==> config.mk <==
export PLATFORM = sky130hd
export DESIGN_NAME = wdog_two_stage
export DESIGN_NICKNAME = d
export VERILOG_FILES = /design/src/rtl/wdog_two_stage.sv
export SDC_FILE = /design/constraint.sdc
export NUM_CORES = 1
export LEC_CHECK = 0
export BUFFER_PORTS_ARGS = -buffer_cell sky130_fd_sc_hd__buf_4
export CAP_MARGIN = 20
export CORE_AREA = 2 2 71 60
export CTS_BUF_LIST = sky130_fd_sc_hd__clkbuf_8
export DETAILED_ROUTE_END_ITERATION = 10
export DIE_AREA = 0 0 73 62
export GPL_TIMING_DRIVEN = 0
export MAX_ROUTING_LAYER = met4
export PLACE_DENSITY = 0.78
export SLEW_MARGIN = 30
export SYNTH_ARGS = -nofsm -noshare
export SYNTH_HDL_FRONTEND = slang
export SYNTH_SLANG_ARGS = --single-unit
==> constraint.sdc <==
create_clock -name clk -period 2.2 [get_ports clk]
set_input_delay 0.44 -clock clk [delete_from_list [all_inputs] [get_ports clk]]
set_output_delay 0.44 -clock clk [all_outputs]
set_load 0.02 [all_outputs]
==> src/rtl/wdog_two_stage.sv <==
module wdog_two_stage #(
  parameter int CNT_W      = 10,
  parameter int LEG_W      = 6,
  parameter int LEG_MIN    = 4,
  parameter int EXT_MIN    = 2,
  parameter int PERIOD_RST = 4,
  parameter int RST_CYCLES = 16
) (
  input  logic        clk,
  input  logic        rst_n,
  input  logic        ext_mode,
  input  logic        noreboot_strap,
  input  logic        tick,
  input  logic        wr_en,
  input  logic [1:0]  addr,
  input  logic [15:0] wdata,
  output logic [15:0] rdata,
  output logic        sys_rst
);
  localparam int SPARE_W = 16 - CNT_W;
  localparam int LSPR_W  = 8 - LEG_W;
  localparam int RC_W    = $clog2(RST_CYCLES + 1);

  logic [CNT_W-1:0]   pfield_q, cnt_q;
  logic [SPARE_W-1:0] spare_q;
  logic               halt_q, nrb_q, tmo_q, sec_q, boot_q;
  logic [RC_W-1:0]    rst_cnt_q;

  wire nrb_eff = nrb_q | noreboot_strap;
  wire [CNT_W-1:0] period = ext_mode ? pfield_q
                          : {{(CNT_W-LEG_W){1'b0}}, pfield_q[LEG_W-1:0]};
  wire [CNT_W-1:0] wr_field = ext_mode ? wdata[CNT_W-1:0]
                            : {{(CNT_W-LEG_W){1'b0}}, wdata[LEG_W-1:0]};
  wire field_ok = wr_field >= (ext_mode ? CNT_W'(EXT_MIN) : CNT_W'(LEG_MIN));

  wire wr_per = wr_en && addr == 2'd0;
  wire wr_rld = wr_en && addr == 2'd1;
  wire wr_ctl = wr_en && addr == 2'd2;
  wire wr_sts = wr_en && addr == 2'd3;

  wire running = tick && !halt_q;
  wire expire  = running && cnt_q <= CNT_W'(1);
  wire second  = expire && tmo_q;

  assign sys_rst = rst_cnt_q != '0;

  always_ff @(posedge clk or negedge rst_n) begin
    if (!rst_n) begin
      pfield_q <= CNT_W'(PERIOD_RST);
      spare_q  <= '0;
    end else if (wr_per) begin
      spare_q <= ext_mode ? wdata[15:CNT_W] : SPARE_W'(wdata[7:LEG_W]);
      if (field_ok) pfield_q <= wr_field;
    end
  end

  always_ff @(posedge clk or negedge rst_n) begin
    if (!rst_n)       cnt_q <= CNT_W'(PERIOD_RST);
    else if (wr_rld)  cnt_q <= period;
    else if (expire)  cnt_q <= period;
    else if (running) cnt_q <= cnt_q - 1'b1;
  end

  always_ff @(posedge clk or negedge rst_n) begin
    if (!rst_n) begin
      halt_q <= 1'b1;
      nrb_q  <= 1'b0;
    end else if (wr_ctl) begin
      halt_q <= wdata[0];
      nrb_q  <= wdata[1];
    end
  end

  always_ff @(posedge clk or negedge rst_n) begin
    if (!rst_n) begin
      tmo_q  <= 1'b0;
      sec_q  <= 1'b0;
      boot_q <= 1'b0;
    end else begin
      if (expire)                 tmo_q  <= 1'b1;
      else if (wr_sts && wdata[0]) tmo_q <= 1'b0;
      if (second)                 sec_q  <= 1'b1;
      else if (wr_sts && wdata[1]) sec_q <= 1'b0;
      if (rst_cnt_q == RC_W'(1))  boot_q <= 1'b1;
      else if (wr_sts && wdata[2]) boot_q <= 1'b0;
    end
  end

  always_ff @(posedge clk or negedge rst_n) begin
    if (!rst_n)                               rst_cnt_q <= '0;
    else if (second && !nrb_eff && !sys_rst)  rst_cnt_q <= RC_W'(RST_CYCLES);
    else if (sys_rst)                         rst_cnt_q <= rst_cnt_q - 1'b1;
  end

  always_comb begin
    case (addr)
      2'd0:    rdata = ext_mode ? {spare_q, pfield_q}
                                : {8'h00, spare_q[LSPR_W-1:0], pfield_q[LEG_W-1:0]};
      2'd2:    rdata = {14'd0, nrb_eff, halt_q};
      2'd3:    rdata = {13'd0, boot_q, sec_q, tmo_q};
      default: rdata = 16'h0000;
    endcase
  end
endmodule


Word level (Yosys, flattened, before mapping)
Cells that the tools add are included.
{ "classes": {"magnitude_cmp": 2, "n_eq_ne": 4, "div": 0, "n_shift": 0, "bitwise": 1, "addsub": 2, "mux": 17, "n_reduce_logical": 23, "mul": 0} }
{ "op_table": {"columns": ["operator", "n"], "rows": [
  ["10-bit 2-to-1 mux", 5],
  ["16-bit case mux with 3 select lines", 1],
  ["16-bit 2-to-1 mux", 1],
  ["1-bit logical AND", 12],
  ["10-bit by 3-bit >= comparator with 1-bit output", 1],
  ["10-bit by 1-bit <= comparator with 1-bit output (second input constant)", 1],
  ["5-bit 2-to-1 mux", 2],
  ["10-bit by 1-bit subtractor with 10-bit output (second input constant)", 1],
  ["2-bit nonzero test", 4],
  ["1-bit 2-to-1 mux", 6],
  ["6-bit 2-to-1 mux", 1],
  ["5-bit by 1-bit equality test with 1-bit output (second input constant)", 1],
  ["5-bit nonzero test", 1],
  ["5-bit by 1-bit subtractor with 5-bit output (second input constant)", 1],
  ["2-bit equality test (second input constant)", 2],
  ["1-bit zero test", 3],
  ["3-bit 2-to-1 mux", 1],
  ["3-bit nonzero test", 1],
  ["2-bit by 1-bit equality test with 1-bit output (second input constant)", 1],
  ["2-bit zero test", 1],
  ["2-bit AND reduction", 1],
  ["1-bit bitwise OR", 1]
]} }
{ "totals": {"output_inout_bits": 17, "reg_bits": 36, "romBits": 0, "latchBits": 0, "n_memories": 0, "ram_bits": 0, "input_bits": 24} }

Longest topological paths before layout
Gate-level depths: netlist (run 1).
{ "logic_depth": {"word_depth": 7, "depth_mapped": 7, "mapped_depth_nobuf": 7} }

Worst setup path after synthesis (run 1)
OpenSTA, ideal clock, no wires.
{ "synth_timing": {"path_type": "in2out", "start": "input port addr[0]", "end": "output port rdata[6]", "path_slack_ns": 0.248, "arrival_ns": 1.512, "stages": 4, "n_path_buf": 2, "path_cell_list": "buf_2 -> nor2_4 -> clkbuf_1 -> a21boi_0"} }
{ "synth_between": {"elab_chain_cells": 2, "word_cells_on_any_way": 4, "classes_between": "eq/ne: 2; mux: 1; reduce/logical: 1"} }
{ "synth_lines": {"columns": ["element", "line_no", "text"], "rows": [
  ["start, declared", "15", "input logic [1:0] addr,"],
  ["2-bit equality test / 2-bit zero test (equally long branches)", "96", "case (addr)"],
  ["16-bit case mux with 3 select lines *", "96", null],
  ["end, declared", "17", "output logic [15:0] rdata,"]
]} }
Mark *: on every way between the ends. The rest lies on a longest branch, timed or not.

Final worst setup path (run 1)
Same ends and word-level chain as after synthesis.

==> impl_metrics.py, run 1 <==
metrics = {
    "grt": {
        "grt_busiest_layer": "met2",
        "grt.total_usage": 0.252,
        "number_of_global_route_vias_before_repair": 1705,
        "global_route_wire_length_before_repair_um": 8220,
        "grt_util_met1": 0.344,
        "global_route.usage.met3": 0.0500,
        "grtUsageMet2": 0.385,
        "antenna_found_initial": 0,
        "pin_count_of_the_biggest_net_entering_global_routing": 37,
        "grt-ovfl-total": 0,
    },
    "synth": {
        "netlist.top_cell.by_area": "sky130_fd_sc_hd__dfrtp_1",
        "distinct_cells_synth": 56,
        "ys_ff_latch": 36,
        "synthesis.area_mm2": 0.00209,
        "synthArstFlopShare": 1.00,
        "yosys_most_used_dff": "sky130_fd_sc_hd__dfrtp_1",
        "yosysWarnings": 0,
        "avgSynthCellArea_um2": 9.57,
        "proportion_of_synthesized_chip_area_in_sequential_cells": 0.434,
        "synth_adder_area_share": 0.0360,
        "synth_cells": 218,
        "synthMuxAreaShare": 0.0414,
        "synth.most_common_cell": "sky130_fd_sc_hd__nand2_1",
        "synth-xor-area-share": 0.00420,
        "synth_fp_nets": 248,
        "post_synth_and_or_nand_nor_area_fraction": 0.274,
        "synth_area_leaders": "sky130_fd_sc_hd__dfrtp_1 (40%), sky130_fd_sc_hd__nand2_1 (6.3%), sky130_fd_sc_hd__dfstp_2 (3.8%)",
        "post_synth_most_frequent_cells": "sky130_fd_sc_hd__nand2_1 (35), sky130_fd_sc_hd__dfrtp_1 (33), sky130_fd_sc_hd__o21ai_0 (11)",
        "synth_top_area_share": 0.396,
        "synth_top_family_by_area": "simple AND/OR/NAND/NOR gates",
        "synth-compound-area-share": 0.171,
        "synth_edf_count": 0,
    },
    "cts": {
        "cts_made_buffers": 5,
        "clock_pin_slew_worst_setup_and_hold_paths_ns": 0.08,
        "insertion_delay_ns": 0.29,
        "hold_buf_cts": 0,
        "ctsHtreeMaxLevel": 2,
        "clockRootBuffer": "sky130_fd_sc_hd__clkbuf_8",
        "cts_tree": "built",
        "cts.sinks": 36,
        "cts.path.max_buffers": 2,
    },
    "power_and_ir_drop": {
        "pwr_density_cell_mw_per_mm2": 909,
        "cellInternalPower_mw": 1.43,
        "sum_of_internal_switching_and_leakage_power_mw": 2.30,
        "seq_power_share": 0.464,
        "power.share.combinational": 0.340,
        "cellLeakagePower_nw": 1.21,
        "switching_share_of_power": 0.376,
        "power.net_switching_uw": 864,
        "vdd_ir_drop_max_uv": 507,
        "power.clock.fraction": 0.196,
    },
    "placed_design": {
        "dp.final_hpwl_um": 3670,
        "place_inst": 303,
        "buffer_ports.inserted": 39,
        "pre_cts_ws_ns": 0.164,
        "gp_congestion": 0.875,
    },
    "timing": {
        "tightestPinTransition_ns": 0.500,
        "finalHoldViolations": 0,
        "number_of_max_slew_violations_in_the_final_report": 0,
        "totalNegativeSetupSlack_ns": 0,
        "maxClockFrequency_mhz": 485,
        "post-route-period-util": 0.938,
        "fin_crit_ns": 2.06,
        "final_setup_fails": 0,
        "timing.final.ws_setup_ns": 0.137,
        "skew_ns": 0.0114,
        "grt_setup_unrepaired": "false",
        "relSlewSlack": 0.664,
    },
    "worst_setup_path": {
        "cp.required_ns": 1.76,
        "cpLargestDelayFamily": "buffers and inverters",
        "worst_path_largest_cell_delay_ns": 0.34,
        "worst_path_max_delay_cell": "sky130_fd_sc_hd__clkbuf_1",
        "critical_path.startpoint_type": "input pin",
        "worstSetupEndpointType": "output pin",
        "crit_fanout": 10,
        "ff2ff_setup_slack_ns": 0.14,
        "worst_r2r_startpoint": "cnt_q[0]",
        "buffers_inverters_on_critical_path": 3,
        "cp.arrival_ns": 1.62,
        "reg2reg_to": "cnt_q[4]",
        "worstPathCellList": "buf_2 -> nor2_4 -> clkbuf_1 -> a21boi_0 -> buf_4",
        "timing.setup.critical_path_class": "in2out",
        "timing.reg2reg.worst_path_depth": 7,
    },
    "cells_and_area": {
        "area_delta_synth_final_pct": 21.2,
        "fin_nets": 294,
        "post-route-util": 0.646,
        "fraction_of_layout_instances_using_a_drive_strength_above_1": 0.268,
        "antenna_cells_inserted": 0,
        "fin_cells": 311,
    },
    "detailed_routing": {
        "drc": 0,
        "firstDrtPassIters": 4,
        "antenna_left": 0,
        "iteration_0_drc_count_of_the_detailed_router": 170,
        "route.vias.total": 1902,
        "vias_per_cell": 6.12,
        "routedWlPerCell_um": 16.3,
        "detail_route.wirelength_um": 5070,
    },
    "job": {
        "max_capacitance_violation_total": 0,
    },
    "floorplan": {
        "floorplan.die_area_mm2": 0.00453,
        "die_w_um": 73,
        "core-area_mm2": 0.00392,
        "num_rows": 21,
        "die_h_um": 62,
        "initial_util": 0.533,
        "io_pins": 41,
    },
    "hold_path": {
        "class_of_the_tightest_hold_or_removal_check": "in2async",
    },
    "outcome": {
        "status": "finished clean",
    },
}
## cells in the final DEF (no fill, tap or decap), types with 2 or more instances in the layout
cell,n
sky130_fd_sc_hd__nand3_1,10
sky130_fd_sc_hd__a22o_1,5
sky130_fd_sc_hd__a21boi_0,2
sky130_fd_sc_hd__o22ai_1,2
sky130_fd_sc_hd__a31oi_1,2
sky130_fd_sc_hd__a21oi_1,4
sky130_fd_sc_hd__inv_1,11
sky130_fd_sc_hd__a32o_1,5
sky130_fd_sc_hd__clkbuf_1,6
sky130_fd_sc_hd__and3_1,9
sky130_fd_sc_hd__nand3b_1,3
sky130_fd_sc_hd__nor3_1,8
sky130_fd_sc_hd__mux2i_1,3
sky130_fd_sc_hd__nand2_1,35
sky130_fd_sc_hd__buf_4,39
sky130_fd_sc_hd__nor2_1,5
sky130_fd_sc_hd__o21ai_0,11
sky130_fd_sc_hd__dfrtp_1,33
sky130_fd_sc_hd__nand2b_1,4
sky130_fd_sc_hd__and4_1,2
sky130_fd_sc_hd__ha_1,6
sky130_fd_sc_hd__nor2b_1,2
sky130_fd_sc_hd__buf_2,3
sky130_fd_sc_hd__dfstp_2,3
sky130_fd_sc_hd__clkbuf_8,5
sky130_fd_sc_hd__nor4_1,5
sky130_fd_sc_hd__and2_1,5
sky130_fd_sc_hd__mux2_2,5
## power groups by stage
stage / logic (mW) / clock network [mW] / registers [mW]
after floorplan: 0.572 / 0 / 1.01
after global placement: 0.750 / 0 / 1.06
after detailed placement: 0.776 / 0 / 1.06
after CTS: 0.780 / 0.451 / 1.06
after global routing: 0.884 / 0.484 / 1.09
final: 0.782 / 0.452 / 1.07
## repair_timing
action / in CTS / in global routing
buffers inserted: 0 / 0
pin swaps: 0 / 0
gates resized for setup: 1 / 1
endpoints found under the setup margin: 1 / 1
## layout make-up
class | count | area, um2
flip-flops and latches | 36 | 905
repair buffers | 39 | 293
fillers | 328 | 1390
multi-input cells | 163 | 1110
clock buffers | 5 | 68.8
inverters | 9 | 33.8
well taps | 46 | 57.6
clock inverters | 3 | 12.5
plain buffers | 10 | 48.8
## through the flow
stage | instance area [um2] | hold slack (ns)
after floorplan | 2090 | 0.144
after global placement | 2440 | 0.428
after detailed placement | 2440 | 0.422
after CTS | 2520 | 0.113
after global routing | 2530 | 0.138
final | 2530 | 0.105
## logic make-up after synthesis
| logic type | after synthesis |
|---|---|
| AOI/OAI and AO/OA | 47 |
| and+or+nand+nor | 101 |
| buffers and inverters | 19 |
| muxes | 8 |
| xor gates and xnor gates | 1 |
| DFF | 36 |
| adders and majority gates | 6 |
## layer usage
metal	vias up	wire, um
met4	0	69
met5	-	0
li1	896	-
met1	937	2330
met2	60	2350
met3	9	332
## registers in the layout, summed over array words and instances (netlist names), 5 cells and up
| name | flops |
|---|---|
| cnt_q | 10 |
| pfield_q | 10 |
| rst_cnt_q | 5 |
| spare_q | 6 |
## worst max path at each step
| stage | startpoint | endpoint | slack [ns] | cells after the start |
|---|---|---|---|---|
| floorplan | addr[0] | rdata[6] | 0.25 | 4 |
| global placement | addr[0] | rdata[6] | 0.14 | 5 |
| detailed placement | addr[0] | rdata[6] | 0.16 | 5 |
| CTS | rst_cnt_q[0] | sys_rst | 0.13 | 6 |
| global route | addr[0] | rdata[6] | 0.03 | 5 |
| finish | addr[0] | rdata[6] | 0.14 | 5 |
No activity file was read; power rests on OpenSTA's default activity.
==> inputs of run 2 (changes only) <==
- ABC_AREA: not set -> 1
- CORE_AREA: 2 2 71 60 -> 2 2 73 61
- DIE_AREA: 0 0 73 62 -> 0 0 75 63
- PLACE_DENSITY: 0.78 -> 0.79
==> run 2 against run 1 <==
Against the previous run: maximum frequency is 5.5% higher; final area is 9.0% higher; cell count is 31% higher; sequential share of layout area is 3.0 points lower; highest routed layer unchanged.
==> impl_metrics.py, run 2 <==
metrics = {
    "synth": {
        "synth.most_common_cell": "sky130_fd_sc_hd__nand2_1",
        "distinct_cells_synth": 30,
        "netlist.top_cell.by_area": "sky130_fd_sc_hd__dfrtp_1",
        "synthesis.area_mm2": 0.00227,
        "synth_cells": 303,
        "synth_area_leaders": "sky130_fd_sc_hd__dfrtp_1 (36%), sky130_fd_sc_hd__nand2_1 (16%), sky130_fd_sc_hd__inv_1 (6.5%)",
        "proportion_of_synthesized_chip_area_in_sequential_cells": 0.399,
        "synth_fp_nets": 333,
        "avgSynthCellArea_um2": 7.48,
        "post_synth_most_frequent_cells": "sky130_fd_sc_hd__nand2_1 (99), sky130_fd_sc_hd__inv_1 (39), sky130_fd_sc_hd__dfrtp_1 (33)",
        "synth_edf_count": 0,
        "ys_ff_latch": 36,
        "yosysWarnings": 0,
        "synthArstFlopShare": 1.00,
        "synth_top_area_share": 0.364,
        "yosys_most_used_dff": "sky130_fd_sc_hd__dfrtp_1",
    },
    "power_and_ir_drop": {
        "pwr_density_cell_mw_per_mm2": 938,
        "vdd_ir_drop_max_uv": 688,
        "cellLeakagePower_nw": 1.44,
    },
    "grt": {
        "pin_count_of_the_biggest_net_entering_global_routing": 37,
        "number_of_global_route_vias_before_repair": 1926,
        "antenna_found_initial": 0,
        "grt-ovfl-total": 0,
        "global_route_wire_length_before_repair_um": 8550,
        "grt.total_usage": 0.242,
    },
    "outcome": {
        "status": "finished clean",
    },
    "timing": {
        "skew_ns": 0.00357,
        "grt_setup_unrepaired": "false",
        "maxClockFrequency_mhz": 512,
        "final_setup_fails": 0,
        "tightestPinTransition_ns": 0.457,
        "number_of_max_slew_violations_in_the_final_report": 0,
        "totalNegativeSetupSlack_ns": 0,
        "timing.final.ws_setup_ns": 0.245,
        "fin_crit_ns": 1.95,
        "finalHoldViolations": 0,
        "relSlewSlack": 0.696,
        "post-route-period-util": 0.889,
    },
    "placed_design": {
        "buffer_ports.inserted": 39,
        "pre_cts_ws_ns": 0.247,
        "dp.final_hpwl_um": 3720,
        "place_inst": 399,
        "gp_congestion": 0.865,
        "postPlaceCellArea_mm2": 0.00263,
    },
    "cells_and_area": {
        "layout_commonest_cell": "sky130_fd_sc_hd__nand2_1",
        "fillers": 364,
        "multi_input_area_mm2": 0.00112,
        "area_delta_synth_final_pct": 21.6,
        "final_design_area_no_fill_mm2": 0.00276,
        "antenna_cells_inserted": 0,
        "fin_nets": 379,
        "commonest_non_fill_non_tap_cells_in_the_layout": "sky130_fd_sc_hd__nand2_1 (99), sky130_fd_sc_hd__inv_1 (39), sky130_fd_sc_hd__buf_4 (39)",
        "seq_area_um2": 905,
        "top_regs": "cnt_q: 10 flops, pfield_q: 10 flops, spare_q: 6 flops",
        "fin_cells": 407,
        "fraction_of_layout_instances_using_a_drive_strength_above_1": 0.280,
    },
    "worst_setup_path": {
        "critical_path.startpoint_type": "input pin",
        "timing.setup.critical_path_class": "in2out",
        "worstSetupEndpointType": "output pin",
        "cp.required_ns": 1.76,
        "ff2ff_setup_slack_ns": 0.46,
        "reg2reg_to": "cnt_q[6]",
        "timing.reg2reg.worst_path_depth": 12,
        "worst_r2r_startpoint": "cnt_q[0]",
        "crit_fanout": 10,
        "cp.arrival_ns": 1.51,
    },
    "cts": {
        "cts.path.max_buffers": 2,
        "ctsHtreeMaxLevel": 2,
        "insertion_delay_ns": 0.29,
        "post_cts_gate_resize_count": 0,
        "clock_pin_slew_worst_setup_and_hold_paths_ns": 0.07,
        "cts.repair_timing.setup_buffer_count": 0,
        "cts_made_buffers": 5,
        "cts_tree": "built",
        "hold_buf_cts": 0,
        "cts.sinks": 36,
        "clockRootBuffer": "sky130_fd_sc_hd__clkbuf_8",
    },
    "detailed_routing": {
        "antenna_left": 0,
        "routedWlPerCell_um": 11.9,
        "detail_route.wirelength_um": 4830,
        "vias_per_cell": 4.88,
        "drc": 0,
        "iteration_0_drc_count_of_the_detailed_router": 94,
        "route.vias.total": 1985,
        "firstDrtPassIters": 4,
    },
    "floorplan": {
        "floorplan.die_area_mm2": 0.00473,
        "io_pins": 41,
        "die_w_um": 75,
        "num_rows": 21,
        "initial_util": 0.564,
        "die_h_um": 63,
        "core-area_mm2": 0.00402,
    },
    "hold_path": {
        "class_of_the_tightest_hold_or_removal_check": "in2async",
    },
    "job": {
        "max_capacitance_violation_total": 0,
    },
}
## run 2: cell count changes after synthesis, sizes merged, moves of 9 or more
cell   delta
nand3    +14
o21ai    +15
nor2     +25
inv      +35
nand2    +75
and3      -9
## run 2: cell families (layout without fill, tap and decap cells)
group                    after synthesis  after routing  share of synthesized area
XOR/XNOR                               3              3                     0.0116
buffers and inverters                 52             99                      0.107
AO/OA/AOI/OAI                         35             35                     0.0983
AND/OR/NAND/NOR                      171            171                      0.351
flip-flops                            36             36                      0.399
adder cells (fa/ha/maj)                6              6                     0.0331
## run 2: how the worst max path moves through the flow
stage / from / to / slack (ns) / depth (start not counted)
2_1_floorplan: addr[1] / rdata[2] / 0.32 / 5
3_3_place_gp: ext_mode / rdata[6] / 0.25 / 6
3_5_place_dp: ext_mode / rdata[6] / 0.25 / 6
4_1_cts: ext_mode / rdata[6] / 0.24 / 6
5_1_grt: ext_mode / rdata[6] / 0.14 / 6
6_report: ext_mode / rdata[6] / 0.25 / 6
## run 2: cell type report
class	instances	area share
multi-input cells	215	0.406
repair buffers	39	0.106
clock inverters	1	0.0109
inverters	44	0.0599
clock buffers	7	0.0350
well taps	57	0.0259
plain buffers	8	0.0277
flip-flops and latches	36	0.328
## run 2: metrics by stage
stage / total power [mW] / utilization / hold slack (ns)
4_1_cts: 2.62 / 0.686 / 0.101
2_1_floorplan: 1.72 / - / 0.144
3_5_place_dp: 1.97 / 0.654 / 0.424
6_report: 2.59 / 0.686 / 0.0891
3_3_place_gp: 1.94 / 0.654 / 0.423
5_1_grt: 2.83 / 0.686 / 0.132
## run 2: critical path, stage by stage
cell,delay [ns]
sky130_fd_sc_hd__buf_4,0.11
sky130_fd_sc_hd__buf_6,0.12
sky130_fd_sc_hd__clkbuf_1,0.35
sky130_fd_sc_hd__nand2_1,0.16
sky130_fd_sc_hd__a21oi_1,0.18
sky130_fd_sc_hd__buf_4,0.16
## run 2: routing by layer
metal	GRT usage	routed length, um	vias up	share of wire
met1	0.334	2360	900	0.49
met5	-	0	-	0
met4	0.0603	62	0	0.013
li1	-	-	1038	-
met2	0.350	2180	39	0.45
met3	0.0677	226	8	0.047
## run 2: power breakdown
group	internal, mW	switching (mW)	total (mW)
clock network	0.400	0.231	0.631
registers	0.869	0.150	1.02
logic	0.368	0.569	0.937
